## config.mk

```make
export PLATFORM = sky130hd
export DESIGN_NAME = xlat_cache
export DESIGN_NICKNAME = d
export VERILOG_FILES = /design/src/rtl/xlat_pkg.sv /design/src/rtl/xlat_lfsr.sv /design/src/rtl/xlat_match.sv /design/src/rtl/xlat_cache.sv
export SDC_FILE = /design/constraint.sdc
export NUM_CORES = 2
export LEC_CHECK = 0
export BUFFER_PORTS_ARGS = -buffer_cell sky130_fd_sc_hd__buf_4
export CAP_MARGIN = 30
export CELL_PAD_IN_SITES_DETAIL_PLACEMENT = 1
export CELL_PAD_IN_SITES_GLOBAL_PLACEMENT = 1
export CORE_MARGIN = 2
export CORE_UTILIZATION = 56
export CTS_CLUSTER_SIZE = 10
export DETAILED_ROUTE_END_ITERATION = 7
export PLACE_DENSITY = 0.9
export SETUP_SLACK_MARGIN = 0.4
export SLEW_MARGIN = 10
export SYNTH_ARGS = -nofsm -noshare
export SYNTH_HDL_FRONTEND = slang
export SYNTH_SLANG_ARGS = --single-unit
```

## constraint.sdc

```tcl
create_clock -name clk_i -period 6.76 [get_ports clk_i]
set_input_delay 0.338 -clock clk_i [delete_from_list [all_inputs] [get_ports clk_i]]
set_output_delay 0.338 -clock clk_i [all_outputs]
set_load 0.05 [all_outputs]
```

## src/rtl/xlat_pkg.sv

```systemverilog
package xlat_pkg;
    localparam int VA_W    = 32;
    localparam int PA_W    = 30;
    localparam int OFF_W   = 12;
    localparam int VPN_W   = VA_W - OFF_W;
    localparam int PPN_W   = PA_W - OFF_W;
    localparam int ACC_W   = 2;
    localparam int ENTRIES = 16;
    localparam int IDX_W   = $clog2(ENTRIES);

    typedef struct packed {
        logic             valid;
        logic [VPN_W-1:0] vpn;
        logic [PPN_W-1:0] ppn;
        logic [ACC_W-1:0] acc;
        logic             refd;
        logic             dirty;
    } xlat_ent_t;

    typedef struct packed {
        xlat_ent_t [ENTRIES-1:0] ent;
        logic [VPN_W-1:0]        bad;
    } xlat_state_t;
endpackage

```

## src/rtl/xlat_lfsr.sv

```systemverilog
module xlat_lfsr #(
    parameter int W = 4
) (
    input  logic         clk_i,
    input  logic         rst_ni,
    output logic [W-1:0] q_o
);
    logic [W-1:0] q_d, q_q;
    logic         fb;

    generate
        if (W == 3) begin : g_w3
            assign fb = q_q[2] ^ q_q[1];
        end else if (W == 5) begin : g_w5
            assign fb = q_q[4] ^ q_q[2];
        end else begin : g_wx
            assign fb = q_q[W-1] ^ q_q[W-2];
        end
    endgenerate

    always_comb begin
        q_d = {q_q[W-2:0], fb};
    end

    always_ff @(posedge clk_i or negedge rst_ni) begin
        if (!rst_ni) q_q <= {{(W-1){1'b0}}, 1'b1};
        else         q_q <= q_d;
    end

    assign q_o = q_q;
endmodule

```

## src/rtl/xlat_match.sv

```systemverilog
module xlat_match #(
    parameter int N     = 16,
    parameter int KEY_W = 20,
    localparam int IW   = $clog2(N)
) (
    input  logic [N-1:0]            valid_i,
    input  logic [N-1:0][KEY_W-1:0] tag_i,
    input  logic [KEY_W-1:0]        key_i,
    output logic [N-1:0]            hit_vec_o,
    output logic                    any_o,
    output logic [IW-1:0]           idx_o
);
    for (genvar i = 0; i < N; i++) begin : g_cmp
        assign hit_vec_o[i] = valid_i[i] && (tag_i[i] == key_i);
    end

    always_comb begin
        idx_o = '0;
        for (int i = 0; i < N; i++) begin
            if (hit_vec_o[i]) idx_o = idx_o | IW'(i);
        end
    end

    assign any_o = |hit_vec_o;
endmodule

```

## src/rtl/xlat_cache.sv

```systemverilog
module xlat_cache
    import xlat_pkg::*;
(
    input  logic             clk_i,
    input  logic             rst_ni,
    input  logic             req_i,
    input  logic             wr_i,
    input  logic [VA_W-1:0]  vaddr_i,
    output logic [PA_W-1:0]  paddr_o,
    output logic             hit_o,
    output logic             miss_o,
    output logic [IDX_W-1:0] hit_idx_o,
    output logic [ACC_W-1:0] acc_o,
    output logic             ref_o,
    output logic             dirty_o,
    output logic [VPN_W-1:0] bad_vpn_o,
    input  logic             fill_en_i,
    input  logic             fill_rand_i,
    input  logic [IDX_W-1:0] fill_idx_i,
    input  logic [VPN_W-1:0] fill_vpn_i,
    input  logic [PPN_W-1:0] fill_ppn_i,
    input  logic [ACC_W-1:0] fill_acc_i,
    input  logic             flush_i
);
    xlat_state_t st_d, st_q;

    logic [ENTRIES-1:0]            ent_valid;
    logic [ENTRIES-1:0][VPN_W-1:0] ent_vpn;
    logic [VPN_W-1:0]              look_vpn;
    logic [ENTRIES-1:0]            look_vec, dup_vec;
    logic                          look_any, dup_any;
    logic [IDX_W-1:0]              look_idx, dup_idx;
    logic [IDX_W-1:0]              rnd_slot, fill_slot;
    logic                          look_hit;

    always_comb begin
        for (int i = 0; i < ENTRIES; i++) begin
            ent_valid[i] = st_q.ent[i].valid;
            ent_vpn[i]   = st_q.ent[i].vpn;
        end
    end

    assign look_vpn = vaddr_i[VA_W-1:OFF_W];

    xlat_match #(.N(ENTRIES), .KEY_W(VPN_W)) u_look (
        .valid_i  (ent_valid),
        .tag_i    (ent_vpn),
        .key_i    (look_vpn),
        .hit_vec_o(look_vec),
        .any_o    (look_any),
        .idx_o    (look_idx)
    );

    xlat_match #(.N(ENTRIES), .KEY_W(VPN_W)) u_dup (
        .valid_i  (ent_valid),
        .tag_i    (ent_vpn),
        .key_i    (fill_vpn_i),
        .hit_vec_o(dup_vec),
        .any_o    (dup_any),
        .idx_o    (dup_idx)
    );

    xlat_lfsr #(.W(IDX_W)) u_rnd (
        .clk_i (clk_i),
        .rst_ni(rst_ni),
        .q_o   (rnd_slot)
    );

    assign look_hit  = req_i && look_any;
    assign fill_slot = dup_any ? dup_idx : (fill_rand_i ? rnd_slot : fill_idx_i);

    // lookup outputs
    always_comb begin
        hit_o     = look_hit;
        miss_o    = req_i && !look_any;
        hit_idx_o = look_hit ? look_idx : '0;
        paddr_o   = '0;
        acc_o     = '0;
        ref_o     = 1'b0;
        dirty_o   = 1'b0;
        if (look_hit) begin
            paddr_o = {st_q.ent[look_idx].ppn, vaddr_i[OFF_W-1:0]};
            acc_o   = st_q.ent[look_idx].acc;
            ref_o   = st_q.ent[look_idx].refd;
            dirty_o = st_q.ent[look_idx].dirty;
        end
        bad_vpn_o = st_q.bad;
    end

    // next state: usage update, then refill, then flush (later wins)
    always_comb begin
        st_d = st_q;
        if (look_hit) begin
            st_d.ent[look_idx].refd = 1'b1;
            if (wr_i) st_d.ent[look_idx].dirty = 1'b1;
        end
        if (miss_o) st_d.bad = look_vpn;
        if (fill_en_i) begin
            st_d.ent[fill_slot] = '{valid: 1'b1, vpn: fill_vpn_i, ppn: fill_ppn_i,
                                    acc: fill_acc_i, refd: 1'b0, dirty: 1'b0};
        end
        if (flush_i) begin
            for (int i = 0; i < ENTRIES; i++) st_d.ent[i].valid = 1'b0;
        end
    end

    always_ff @(posedge clk_i or negedge rst_ni) begin
        if (!rst_ni) st_q <= '0;
        else         st_q <= st_d;
    end
endmodule

```

==> results_dict.tcl <==
set metrics [dict create \
    dr_total_vias 28500 \
    nets 3327 \
    cts_tree "built" \
    path_max_fanout 23 \
    h-tree-depth 3 \
    ys_seq_area_share_pct 44.8 \
    area_delta_synth_final_pct 9.11 \
    clockBufferDepth 3 \
    ir_drop_uv 233 \
    finalClockSkew_ps 40.0 \
    fp.dieW_um 270 \
    clock.fmax_mhz 172 \
    leakage_nw 18.1 \
    dr.pass1.iters 5 \
    io_buffers 142 \
    slew_violations 0 \
    ys_ff_latch 712 \
    grt_overflow 0 \
    slew_headroom_pct 23.9 \
    fin_crit_sh_pct 86.1 \
    grt_usage_pct 37.4 \
    synthFlopType "dfrtp_1" \
    async_flop_share_pct 100 \
    routed_wirelength_um 138000 \
    hold_viol 0 \
    drc 0 \
    final_cell_mix "711 x dfrtp_1, 495 x mux2_2, 492 x xnor2_1" \
    clk_latency_ps 680 \
    period_minus_slack_ps 5820 \
    num_rows 97 \
    dr.first_iter.drc_count 2633 \
    worst_r2r_path_depth 10 \
    final_common_cell "dfrtp_1" \
    dp_hpwl_um 82500 \
    io_pins 143 \
    ys.warnings.count 0 \
    tritoncts.num_buffers 84 \
    synth_cell_types 64 \
    p_per_area_nw_per_um2 297 \
    rsz0062_at_grt "false" \
    hold_path_depth 2 \
    cts_sinks 712 \
    initial_core_util_pct 56.7 \
    drv_cap 0 \
    clkTransAtPathRegs_ps 60 \
    viasPerCell 6.76 \
    cp.arrival_ps 5480 \
    grt_pass1_vias 32000 \
    dieHeight_um 270 \
    place_congestion 0.953 \
    antenna_found_initial 2 \
    grt_pass1_wl_um 206000 \
    end_kind "output pin" \
    diodes 0 \
    final_core_util_pct 61.9 \
    outcome "completed" \
    cts_resized 0 \
    post_cts_buffers 0 \
    die-area_um2 73200 \
    syn_nets 3329 \
    crit_type "flop to output pin" \
    postRouteAntennaNets 0 \
    grt_max_degree 183 \
    setup_viol 0 \
    worst_pin_slew_ps 1140 \
    avgRoutedWirePerCell_um 32.8 \
    synth_area_um2 39800 \
    start_kind "flop" \
    hold_class "input pin to flop" \
    drive_above_1_share_pct 28.2 \
    syn_area_per_cell_um2 12.3 \
    clockRootBuffer "clkbuf_16" \
    synth_edf_count 0 \
    coreArea_um2 70100 \
    setup-tns-final_ps 0 \
    synth_cells 3246 \
    cp.required_ps 6420 \
]
## stage by stage
| stage | cells | power [mW] | cell area, um^2 | hold slack, ps | worst slack, ps |
|---|---|---|---|---|---|
| after CTS | 4213 | 12.9 | 43300 | 2.08 | 1170 |
| final | 4218 | 12.9 | 43400 | 22.4 | 939 |
| after global placement | 4084 | 8.20 | 40700 | 364 | 1280 |
| after floorplan | 3246 | 7.62 | 39800 | 42.4 | 1520 |
| after detailed placement | 4092 | 8.49 | 40800 | 396 | 1610 |
| after global routing | 4218 | 13.3 | 43400 | 37.1 | 859 |
## metal layers
layer / vias to the layer above / track usage (%) / share of wire [%] / wire (um)
met5: - / 0 / 0.021 / 29
met2: 1527 / 62.4 / 48 / 67000
met4: 4 / 24.2 / 6.8 / 9460
li1: 11500 / - / - / -
met3: 616 / 7.21 / 7.1 / 9860
met1: 14900 / 44.4 / 38 / 52000
## worst max-delay path, stage by stage (launching register included)
cell and delay (ps):
dfrtp_1 420, xnor2_1 290, nand4_1 130, nor4_1 620, a22oi_1 410, nand4_1 600, o31ai_4 140, buf_4 270
inv_1 630, o31ai_1 200, a2111oi_0 640, buf_1 230, buf_4 230
## state kept, by name (all words and copies together), names as in the netlist
name / flops
ent_vpn: 320
bad_vpn_o: 20
st_q: 352
u_rnd.q_o: 4
ent_valid: 16
## final cells by class
class / instances / area (um^2)
clock inverter: 9 / 208
multi-input combinational: 2241 / 20200
fill: 6851 / 26800
tap: 940 / 1180
sequential: 712 / 17800
inverter: 9 / 33.8
clock buffer: 111 / 2260
timing repair buffer: 196 / 1670
## power breakdown
group,switching (mW),leakage (nW),internal [mW],total (mW)
Combinational,1.38,7.84,1.40,2.79
Clock,1.87,1.19,2.45,4.32
Sequential,0.772,9.10,5.02,5.79
Total,4.03,18.1,8.87,12.9
## synth_stat cells (all sizes together), types with 2 or more instances
library cell    n  area share (%)
mux2          722              21
dfrtp         711              45
xnor2         493              11
buf           221             4.0
nand4         165             2.6
xor2          156             3.4
mux2i         154             3.9
nor4           82             1.3
clkbuf         63            0.59
nor2           60            0.59
nand3          54            0.68
nand2          38            0.36
and3           31            0.49
a21oi          27            0.34
o21ai          27            0.34
a31oi          26            0.41
a211oi         20            0.41
nor3b          19            0.37
o221ai         19            0.42
a22oi          18            0.35
and2           17            0.27
or2            16            0.25
nor3           12            0.18
o21ba          11            0.28
or4            11            0.22
inv             9           0.085
nor2b           7            0.11
or3             7            0.11
nand4b          5            0.11
o211ai          5            0.11
a2bb2oi         4            0.10
nor4b           4           0.088
o22ai           4           0.063
o31ai           4           0.076
a2111oi         3           0.066
a21o            3           0.057
and4            3           0.066
or3b            3           0.072
a21boi          2           0.038
nand2b          2           0.031
o41a            2           0.057
## logic make-up (layout without fill, tap and decap cells)
family / count (synthesis) / count (layout) / share of synthesized area [%]
AOI/OAI and AO/OA: 180 / 180 / 3.26
muxes: 876 / 876 / 25.0
and+or+nand+nor: 536 / 536 / 7.92
DFF: 712 / 712 / 44.8
buffers and inverters: 293 / 325 / 4.67
xor gates and xnor gates: 649 / 649 / 14.3
## worst paths after layout
check,slack (ps),end,startpoint
max,940,paddr_o[24],ent_vpn[197]
min,20,st_q[281],fill_acc_i[1]
max reg2reg,1970,ent_vpn[318],ent_vpn[28]
min reg2reg,400,u_rnd.q_o[1],u_rnd.q_o[0]
max in group asynchronous,4500,bad_vpn_o[0],rst_ni
min in group asynchronous,330,ent_vpn[145],rst_ni
## timing repair
item,4_1_cts,5_1_grt
hold buffers,1,0
endpoints found under the hold margin,96,0
endpoints found under the setup margin,0,0
Power figures use the tool's default switching activity.
